==> src/rtl/vsg_pkg.sv <==
package vsg_pkg;

    localparam int unsigned CNT_W  = 11;
    localparam int unsigned SIZE_W = 10;

    typedef logic [CNT_W-1:0] cnt_t;

    typedef enum logic {
        MODE_WIDE   = 1'b0,
        MODE_NARROW = 1'b1
    } mode_e;

    // Fixed constants of one axis in one timing set
    typedef struct packed {
        logic [15:0] native;
        logic [15:0] sync;
        logic [15:0] blank_a;
        logic [15:0] blank_b;
    } axis_spec_t;

    // Derived boundaries of one axis, held for a whole frame
    typedef struct packed {
        cnt_t size;
        cnt_t sync_lo;
        cnt_t sync_hi;
        cnt_t last;
    } axis_t;

    function automatic axis_spec_t mk_spec(input int unsigned nat, input int unsigned sy,
                                           input int unsigned ba, input int unsigned bb);
        axis_spec_t s;
        s.native  = 16'(nat);
        s.sync    = 16'(sy);
        s.blank_a = 16'(ba);
        s.blank_b = 16'(bb);
        return s;
    endfunction

    function automatic axis_t axis_calc(input logic [SIZE_W-1:0] req, input axis_spec_t sp);
        axis_t       r;
        int unsigned nat;
        int unsigned sz;
        int unsigned half;
        int unsigned pre;
        nat  = 32'(sp.native);
        sz   = (32'(req) > nat) ? nat : 32'(req);
        half = (nat - sz) / 2;
        pre  = sz + 32'(sp.blank_a) + half;
        r.size    = cnt_t'(sz);
        r.sync_lo = cnt_t'(pre);
        r.sync_hi = cnt_t'(pre + 32'(sp.sync));
        r.last    = cnt_t'(pre + 32'(sp.sync) + 32'(sp.blank_b) + half - 1);
        return r;
    endfunction

endpackage

==> src/rtl/vsg_cfg.sv <==
module vsg_cfg
    import vsg_pkg::*;
#(
    parameter axis_spec_t NAR_H  = '0,
    parameter axis_spec_t NAR_V  = '0,
    parameter axis_spec_t WIDE_H = '0,
    parameter axis_spec_t WIDE_V = '0
) (
    input  logic              clk,
    input  logic              rst,
    input  logic              frame_end,
    input  logic              mode_sel,
    input  logic [SIZE_W-1:0] h_req,
    input  logic [SIZE_W-1:0] v_req,
    output axis_t             h_cfg,
    output axis_t             v_cfg
);

    mode_e      mode;
    axis_spec_t h_sp;
    axis_spec_t v_sp;

    always_comb begin
        mode = mode_e'(mode_sel);
        h_sp = (mode == MODE_NARROW) ? NAR_H : WIDE_H;
        v_sp = (mode == MODE_NARROW) ? NAR_V : WIDE_V;
    end

    // Geometry is captured only at frame boundaries so a frame never mixes two sets
    always_ff @(posedge clk) begin
        if (rst || frame_end) begin
            h_cfg <= axis_calc(h_req, h_sp);
            v_cfg <= axis_calc(v_req, v_sp);
        end
    end

    // geometry moves only after reset or a frame end
    a_r9_cfg_frame_only: assert property (@(posedge clk) disable iff (rst)
        ((h_cfg != $past(h_cfg)) || (v_cfg != $past(v_cfg))) |-> $past(frame_end || rst));

endmodule

==> src/rtl/vsg_axis.sv <==
module vsg_axis
    import vsg_pkg::*;
(
    input  logic  clk,
    input  logic  rst,
    input  logic  adv,
    input  axis_t cfg,
    output cnt_t  cnt,
    output logic  at_last,
    output logic  sync_n,
    output logic  active
);

    always_comb begin
        at_last = (cnt >= cfg.last);
        sync_n  = !((cnt >= cfg.sync_lo) && (cnt < cfg.sync_hi));
        active  = (cnt < cfg.size);
    end

    always_ff @(posedge clk) begin
        if (rst) begin
            cnt <= '0;
        end else if (adv) begin
            cnt <= at_last ? '0 : cnt + cnt_t'(1);
        end
    end

    // the position never leaves the period latched for this frame
    a_r2_cnt_in_period: assert property (@(posedge clk) disable iff (rst)
        cnt <= cfg.last);

endmodule

==> src/rtl/vsg_pix_addr.sv <==
module vsg_pix_addr #(
    parameter int unsigned ADDR_W = 19
) (
    input  logic              clk,
    input  logic              rst,
    input  logic              h_act,
    input  logic              v_act,
    output logic [ADDR_W-1:0] addr
);

    always_ff @(posedge clk) begin
        if (rst) begin
            addr <= '0;
        end else if (!v_act) begin
            addr <= '0;
        end else if (h_act) begin
            addr <= addr + ADDR_W'(1);
        end
    end

endmodule

==> src/rtl/vsg_centered_sync.sv <==
module vsg_centered_sync
    import vsg_pkg::*;
#(
    parameter int unsigned ADDR_W     = 19,
    parameter int unsigned NAR_H_ACT  = 640,
    parameter int unsigned NAR_H_SYNC = 95,
    parameter int unsigned NAR_H_BA   = 23,
    parameter int unsigned NAR_H_BB   = 47,
    parameter int unsigned NAR_V_ACT  = 480,
    parameter int unsigned NAR_V_SYNC = 2,
    parameter int unsigned NAR_V_BA   = 14,
    parameter int unsigned NAR_V_BB   = 32,
    parameter int unsigned WID_H_ACT  = 800,
    parameter int unsigned WID_H_SYNC = 120,
    parameter int unsigned WID_H_BA   = 56,
    parameter int unsigned WID_H_BB   = 63,
    parameter int unsigned WID_V_ACT  = 600,
    parameter int unsigned WID_V_SYNC = 6,
    parameter int unsigned WID_V_BA   = 37,
    parameter int unsigned WID_V_BB   = 23
) (
    input  logic              clk,
    input  logic              rst,
    input  logic              res_sel,
    input  logic [9:0]        h_size,
    input  logic [9:0]        v_size,
    output logic              hsync_n,
    output logic              vsync_n,
    output logic              pix_en,
    output logic [ADDR_W-1:0] pix_addr,
    output logic [CNT_W-1:0]  h_count,
    output logic [CNT_W-1:0]  v_count
);

    localparam axis_spec_t NAR_H  = mk_spec(NAR_H_ACT, NAR_H_SYNC, NAR_H_BA, NAR_H_BB);
    localparam axis_spec_t NAR_V  = mk_spec(NAR_V_ACT, NAR_V_SYNC, NAR_V_BA, NAR_V_BB);
    localparam axis_spec_t WIDE_H = mk_spec(WID_H_ACT, WID_H_SYNC, WID_H_BA, WID_H_BB);
    localparam axis_spec_t WIDE_V = mk_spec(WID_V_ACT, WID_V_SYNC, WID_V_BA, WID_V_BB);

    axis_t h_cfg;
    axis_t v_cfg;
    logic  h_last;
    logic  v_last;
    logic  h_act;
    logic  v_act;
    logic  frame_end;

    assign frame_end = h_last && v_last;

    vsg_cfg #(
        .NAR_H (NAR_H),
        .NAR_V (NAR_V),
        .WIDE_H(WIDE_H),
        .WIDE_V(WIDE_V)
    ) u_cfg (
        .clk      (clk),
        .rst      (rst),
        .frame_end(frame_end),
        .mode_sel (res_sel),
        .h_req    (h_size),
        .v_req    (v_size),
        .h_cfg    (h_cfg),
        .v_cfg    (v_cfg)
    );

    // Line counter runs every clock
    vsg_axis u_h (
        .clk    (clk),
        .rst    (rst),
        .adv    (1'b1),
        .cfg    (h_cfg),
        .cnt    (h_count),
        .at_last(h_last),
        .sync_n (hsync_n),
        .active (h_act)
    );

    // Frame counter advances on the one-cycle line-end strobe
    vsg_axis u_v (
        .clk    (clk),
        .rst    (rst),
        .adv    (h_last),
        .cfg    (v_cfg),
        .cnt    (v_count),
        .at_last(v_last),
        .sync_n (vsync_n),
        .active (v_act)
    );

    vsg_pix_addr #(.ADDR_W(ADDR_W)) u_addr (
        .clk  (clk),
        .rst  (rst),
        .h_act(h_act),
        .v_act(v_act),
        .addr (pix_addr)
    );

    assign pix_en = h_act && v_act;

    // the active window never overlaps either sync pulse
    a_r6_no_sync_in_window: assert property (@(posedge clk) disable iff (rst)
        pix_en |-> (hsync_n && vsync_n));

    // frame sync only changes at the first pixel of a line
    a_r5_vsync_line_aligned: assert property (@(posedge clk) disable iff (rst)
        (vsync_n != $past(vsync_n)) |-> (h_count == '0));

    // consecutive window pixels get consecutive addresses
    a_r7_addr_step: assert property (@(posedge clk) disable iff (rst)
        (pix_en && (h_count != '0)) |-> (pix_addr == $past(pix_addr) + ADDR_W'(1)));

    // counters and syncs at their idle values after reset
    a_r10_reset_state: assert property (@(posedge clk)
        $past(rst) |-> ((h_count == '0) && (v_count == '0) && hsync_n && vsync_n));

endmodule

==> config.mk <==
export PLATFORM = sky130hd
export DESIGN_NAME = vsg_centered_sync
export DESIGN_NICKNAME = d
export VERILOG_FILES = /design/src/rtl/vsg_pkg.sv /design/src/rtl/vsg_cfg.sv /design/src/rtl/vsg_axis.sv /design/src/rtl/vsg_pix_addr.sv /design/src/rtl/vsg_centered_sync.sv
export SDC_FILE = /design/constraint.sdc
export NUM_CORES = 1
export LEC_CHECK = 0
export BUFFER_PORTS_ARGS = -buffer_cell sky130_fd_sc_hd__buf_4
export CAP_MARGIN = 20
export CELL_PAD_IN_SITES_DETAIL_PLACEMENT = 2
export CELL_PAD_IN_SITES_GLOBAL_PLACEMENT = 2
export CORE_MARGIN = 2
export CORE_UTILIZATION = 43
export DETAILED_ROUTE_END_ITERATION = 10
export MAX_ROUTING_LAYER = met4
export PLACE_DENSITY = 0.93
export SYNTH_ARGS = -nofsm -noshare
export SYNTH_HDL_FRONTEND = slang
export SYNTH_SLANG_ARGS = --single-unit
export TNS_END_PERCENT = 30
==> constraint.sdc <==
create_clock -name clk -period 24.5 [get_ports clk]
set_clock_uncertainty 0.05 [all_clocks]
set_input_delay 3.675 -clock clk [delete_from_list [all_inputs] [get_ports clk]]
set_output_delay 3.675 -clock clk [all_outputs]
set_load 0.02 [all_outputs]
=== After elaboration in Yosys (flattened, before gate mapping) ===
Index checks and enable logic that the tools add are counted.

* Reductions and logical operators: 9
* Add/sub/neg operators: 17
* Bitwise logic cells: 1
* Magnitude comparators: 10
* Mux-type cells: 5

{| class="wikitable"
|+ Operators by type and width
! kind !! count
|-
| $add A11 B11 Y11 || 10
|-
| $mux W58 || 1
|-
| $mux W57 || 1
|-
| $ge A11 B11 Y1 || 4
|-
| $lt A11 B11 Y1 || 4
|-
| $gt A10 B16 Y1 || 2
|-
| $sub A10 B12 Y12 || 2
|-
| $add A11 B1 Y11 const B || 2
|-
| $sub A11 B1 Y11 const B || 2
|-
| $mux W10 || 2
|-
| $add A19 B1 Y19 const B || 1
|-
| $mux W11 || 1
|-
| $logic_and A1 B1 Y1 || 4
|-
| $reduce_or A2 Y1 || 2
|-
| $logic_not A1 Y1 || 2
|-
| $logic_or A1 B1 Y1 || 1
|-
| $not A1 Y1 || 1
|}

* Output and inout bits: 44
* Register bits after elaboration: 129
* Logic and storage cells: 53
* Bits of input ports: 23

=== Longest topological paths before layout ===
* Word-level depth: 9
* Depth in mapped cells: 32
* Depth with buffers taken out: 31

=== Cells and area by module ===
Synthesis repeated with hierarchy kept, for this count alone.

* Cells, all modules: 1126
* Area, all modules: 10785.3 um^2

{| class="wikitable"
|+ Modules (own cells, without submodules)
! module !! instances !! sequential area each (um^2) !! cells an instance !! area an instance (um^2)
|-
| vsg_cfg || 1 || 2552.4 || 628 || 6680.2
|-
| vsg_axis || 2 || 220.2 || 198 || 1594.0
|-
| vsg_pix_addr || 1 || 380.4 || 99 || 900.9
|-
| vsg_centered_sync || 1 || 0.0 || 3 || 16.3
|}

=== Least setup slack after synthesis ===
OpenSTA, ideal clock, no wires.

* Path type: in2reg
* Start point: in res_sel
* End point: reg u_cfg.v_cfg[10] (netlist name)
* Arrival: 10.750 ns
* Required time: 24.182 ns
* Buffers on the path: 1
* Stages: 31
* Library setup time: 0.268 ns
* Path slack: 13.433 ns
* Cells stage by stage: buf_6 inv_1 ha_1 o211ai_1 a21oi_1 o41ai_4 nor2_1 mux2i_1 ha_1 nand2_1 a21oi_1 nor2_1 xor2_1 fa_1 inv_1 ha_1 nor2b_1 o21ai_0 nor3b_1 nor2_1 xnor2_1 ha_1 fa_1 inv_1 ha_1 nand4b_1 nand3_1 a31o_2 a21oi_1 xor2_1 xnor3_1

* Word-level cells in the longest chain between the ends: 9
* Elaborated cells between the ends (all ways): 10
* Those cells by class: 7 x add/sub; 1 x order compare; 2 x mux

{| class="wikitable"
|+ RTL lines
! what !! line !! RTL
|-
| from (decl) || vsg_centered_sync.sv:24 || <nowiki>input logic res_sel,</nowiki>
|-
| $mux W58 * || vsg_cfg.sv:26 || <nowiki>v_sp = (mode == MODE_NARROW) ? NAR_V : WIDE_V;</nowiki>
|-
| $gt A10 B16 Y1 || vsg_pkg.sv:46 || <nowiki>sz = (32'(req) > nat) ? nat : 32'(req);</nowiki>
|-
| $mux W10 || vsg_pkg.sv:46 ||
|-
| $sub A10 B12 Y12 / $add A11 B11 Y11 (equally long branches) || vsg_pkg.sv:47, vsg_pkg.sv:48 ||
|-
| $add A11 B11 Y11 || vsg_pkg.sv:48 || <nowiki>pre = sz + 32'(sp.blank_a) + half;</nowiki>
|-
| $add A11 B11 Y11 (2 in series) || vsg_pkg.sv:52 || <nowiki>r.last = cnt_t'(pre + 32'(sp.sync) + 32'(sp.blank_b) + half - 1);</nowiki>
|-
| $add A11 B11 Y11 * || vsg_pkg.sv:52 ||
|-
| $sub A11 B1 Y11 * || vsg_pkg.sv:52 ||
|}

Mark *: on every way between the ends. The rest lies on a longest branch, timed or not.
A chain may end at the register's enable or synchronous reset.

=== Final worst setup path ===
* Start point: in res_sel
* End point: reg u_cfg.v_cfg[10] (netlist name)

* Word-level cells in the longest chain between the ends: 9
* Elaborated cells between the ends (all ways): 10
* Those cells by class: 7 x add/sub; 1 x order compare; 2 x mux

{| class="wikitable"
|+ RTL lines
! what !! line
|-
| $mux W58 * || vsg_cfg.sv:26
|-
| $gt A10 B16 Y1 || vsg_pkg.sv:46
|-
| $mux W10 || vsg_pkg.sv:46
|-
| $sub A10 B12 Y12 / $add A11 B11 Y11 (equally long branches) || vsg_pkg.sv:47, vsg_pkg.sv:48
|-
| $add A11 B11 Y11 || vsg_pkg.sv:48
|-
| $add A11 B11 Y11 (2 in series) || vsg_pkg.sv:52
|-
| $add A11 B11 Y11 * || vsg_pkg.sv:52
|-
| $sub A11 B1 Y11 * || vsg_pkg.sv:52
|}

Marks and branches as above.

==> impl_metrics.ini <==
[status]
status = finished, final reports clean

[synth]
ys_ff_latch = 126
synth_cells = 1110
synth-edff-count = 85
ys_warn_count = 0
syn_nets = 1333
ys_async_sr_fraction_pct = 0
synth-seq-area-share_pct = 32.0
syn_area_sq_mm = 0.0105
syn_area_per_cell_sq_um = 9.49
ys_types = 73
synth_top_flop_cell = edfxtp_1

[global_routing]
antenna_found_initial = 2
grt.overflow.total = 0
grt_usage_pct = 34.5
grt_pass1_vias = 10500
grt_pass1_wl_mm = 65.0
grt_start_max_net_pins = 86

[routing]
drtAntennaViolNets = 0
first_pass_iters = 4
wl_mm = 43.9
post-route-drc-count = 0
vias_per_cell = 6.04
via_count = 9208
wl_per_cell_microns = 28.8
drtIter0Drc = 658

[cts]
cts_buffer_depth = 2
clkLatencyLatePin_ns = 0.45
root_buffer = clkbuf_16
clk_pin_slew_ns = 0.07
post-cts-setup-buffers = 0
cts_repair_resize_count = 0
cts_tree = done
cts_buffers = 17
h-tree-depth = 4
cts.sinks = 126
cts_hold_buf = 0

[layout]
drive_above_1_share_pct = 9.85
fin_nets = 1408
final_util_pct = 49.6
area_growth_pct = 13.7
final_common_cell = inv_1
mostFrequentLayoutCells = inv_1, ha_1, edfxtp_1

[sta]
max_slew.worst_pin.slew_ns = 0.904
final.setup.tns_ns = 0
finalCritPeriodShare_pct = 50.6
hold_slack_ns = 0.480
period_needed_ns = 12.41
grt_setup_unrepaired = no
setup_violations = 0
hold_viol = 0
max_freq_ghz = 0.0806
relSlewSlack_pct = 39.7
finalMaxSlewViolations = 0

[die]
die_x_microns = 161
die_h_microns = 161
ios = 67
start_util_pct = 43.6
dieArea_sq_mm = 0.0258
core-area_sq_mm = 0.0242
placementRows = 57

[placed_design]
portBuffers = 66
post-dp-hpwl_mm = 29.3
gp_congestion = 0.840

[critical_path]
cpPeakStageDelay_ns = 0.49
crit_arrival_ns = 12.55
startpoint_type = primary input
crit_type = in -> reg
critPathMaxFanout = 25
worstPathRequired_ns = 24.65
cp_common_cell = ha_1
crit_path_end_kind = flip-flop
crit_slowest_cell = o41ai_4

[hold_path]
min_path_type = reg -> reg

[flow_run]
cap_violations = 0
## cells in the mapped netlist, drive strengths merged (8+ instances only)
master / n / area, sq um
a211o: 8 / 70.1
a211oi: 22 / 165
a21boi: 8 / 60.1
a21o: 28 / 210
a21oi: 52 / 260
and3: 10 / 63.8
clkbuf: 13 / 48.8
dfxtp: 41 / 821
edfxtp: 85 / 2550
fa: 16 / 320
ha: 184 / 2300
inv: 188 / 706
mux2i: 8 / 80.1
nand2: 55 / 209
nand2b: 16 / 100
nand3: 24 / 125
nand4: 13 / 81.3
nor2: 49 / 184
nor2b: 11 / 68.8
nor3: 14 / 70.1
o21a: 12 / 90.1
o21ai: 56 / 284
o31ai: 11 / 82.6
or3: 21 / 136
or4: 10 / 78.8
xnor2: 53 / 464
xor2: 29 / 254
## worst max-delay path, delay by kind of cell
kind	cells	cell delay [ns]
AND/OR/NAND/NOR	8	1.64
adder cells (fa/ha/maj)	7	2.50
multiplexers	1	0.49
AO/OA/AOI/OAI	8	1.95
XOR/XNOR	4	1.27
buffers and inverters	5	1.02
## sequential cells by signal (all words and copies together) (netlist names)
signal / cells
u_h.cnt: 11
u_addr.addr: 19
u_cfg.h_cfg: 43
u_cfg.v_cfg: 42
u_v.cnt: 11
## area by class of cell
type	count	area [sq um]
flip-flops and latches	126	3370
clock inverters	10	55.1
multi-input cells	780	6390
fillers	2526	12200
repair buffers	71	553
inverters	189	709
well taps	324	405
diodes	2	5.00
clock buffers	22	485
## per-stage QoR
step	std cells	setup WS, ns	cell area, sq um
final	1524	12.09	12000
after global routing	1524	11.70	12000
after CTS	1521	12.15	11900
after detailed placement	1489	12.17	11400
after global placement	1489	13.00	11400
after floorplan	1110	13.43	10500
## worst paths after layout
check	endpoint	depth (start not counted)	start	slack [ns]
setup / recovery	u_cfg.v_cfg[10]	33	res_sel	12.09
hold / removal	u_addr.addr[8]	2	u_addr.addr[8]	0.48
setup reg to reg	u_cfg.v_cfg[41]	10	u_v.cnt[1]	20.30
hold reg to reg	u_addr.addr[8]	2	u_addr.addr[8]	0.48
## routing by layer
metal	GRT usage (%)	up-vias	wire [microns]
li1	-	4083	-
met1	40.1	4730	18400
met2	59.3	278	21900
met3	6.28	117	2000
met4	13.1	0	1650
met5	-	-	0
## cells by family (layout without fill, tap and decap cells)
family          Yosys count  count (layout)  synth area share (%)
flops                   126             126                  32.0
mux                       8               8                 0.760
other cells               0               2                     0
compound gates          237             237                  15.1
xor+xnor                 84              84                  7.26
fa+ha+maj               200             200                  24.9
buf+inv                 204             292                  7.35
simple gates            251             251                  12.6
Power is not shown: default switching activity piles up to over one toggle a cycle in this logic, so the estimate is an artifact.
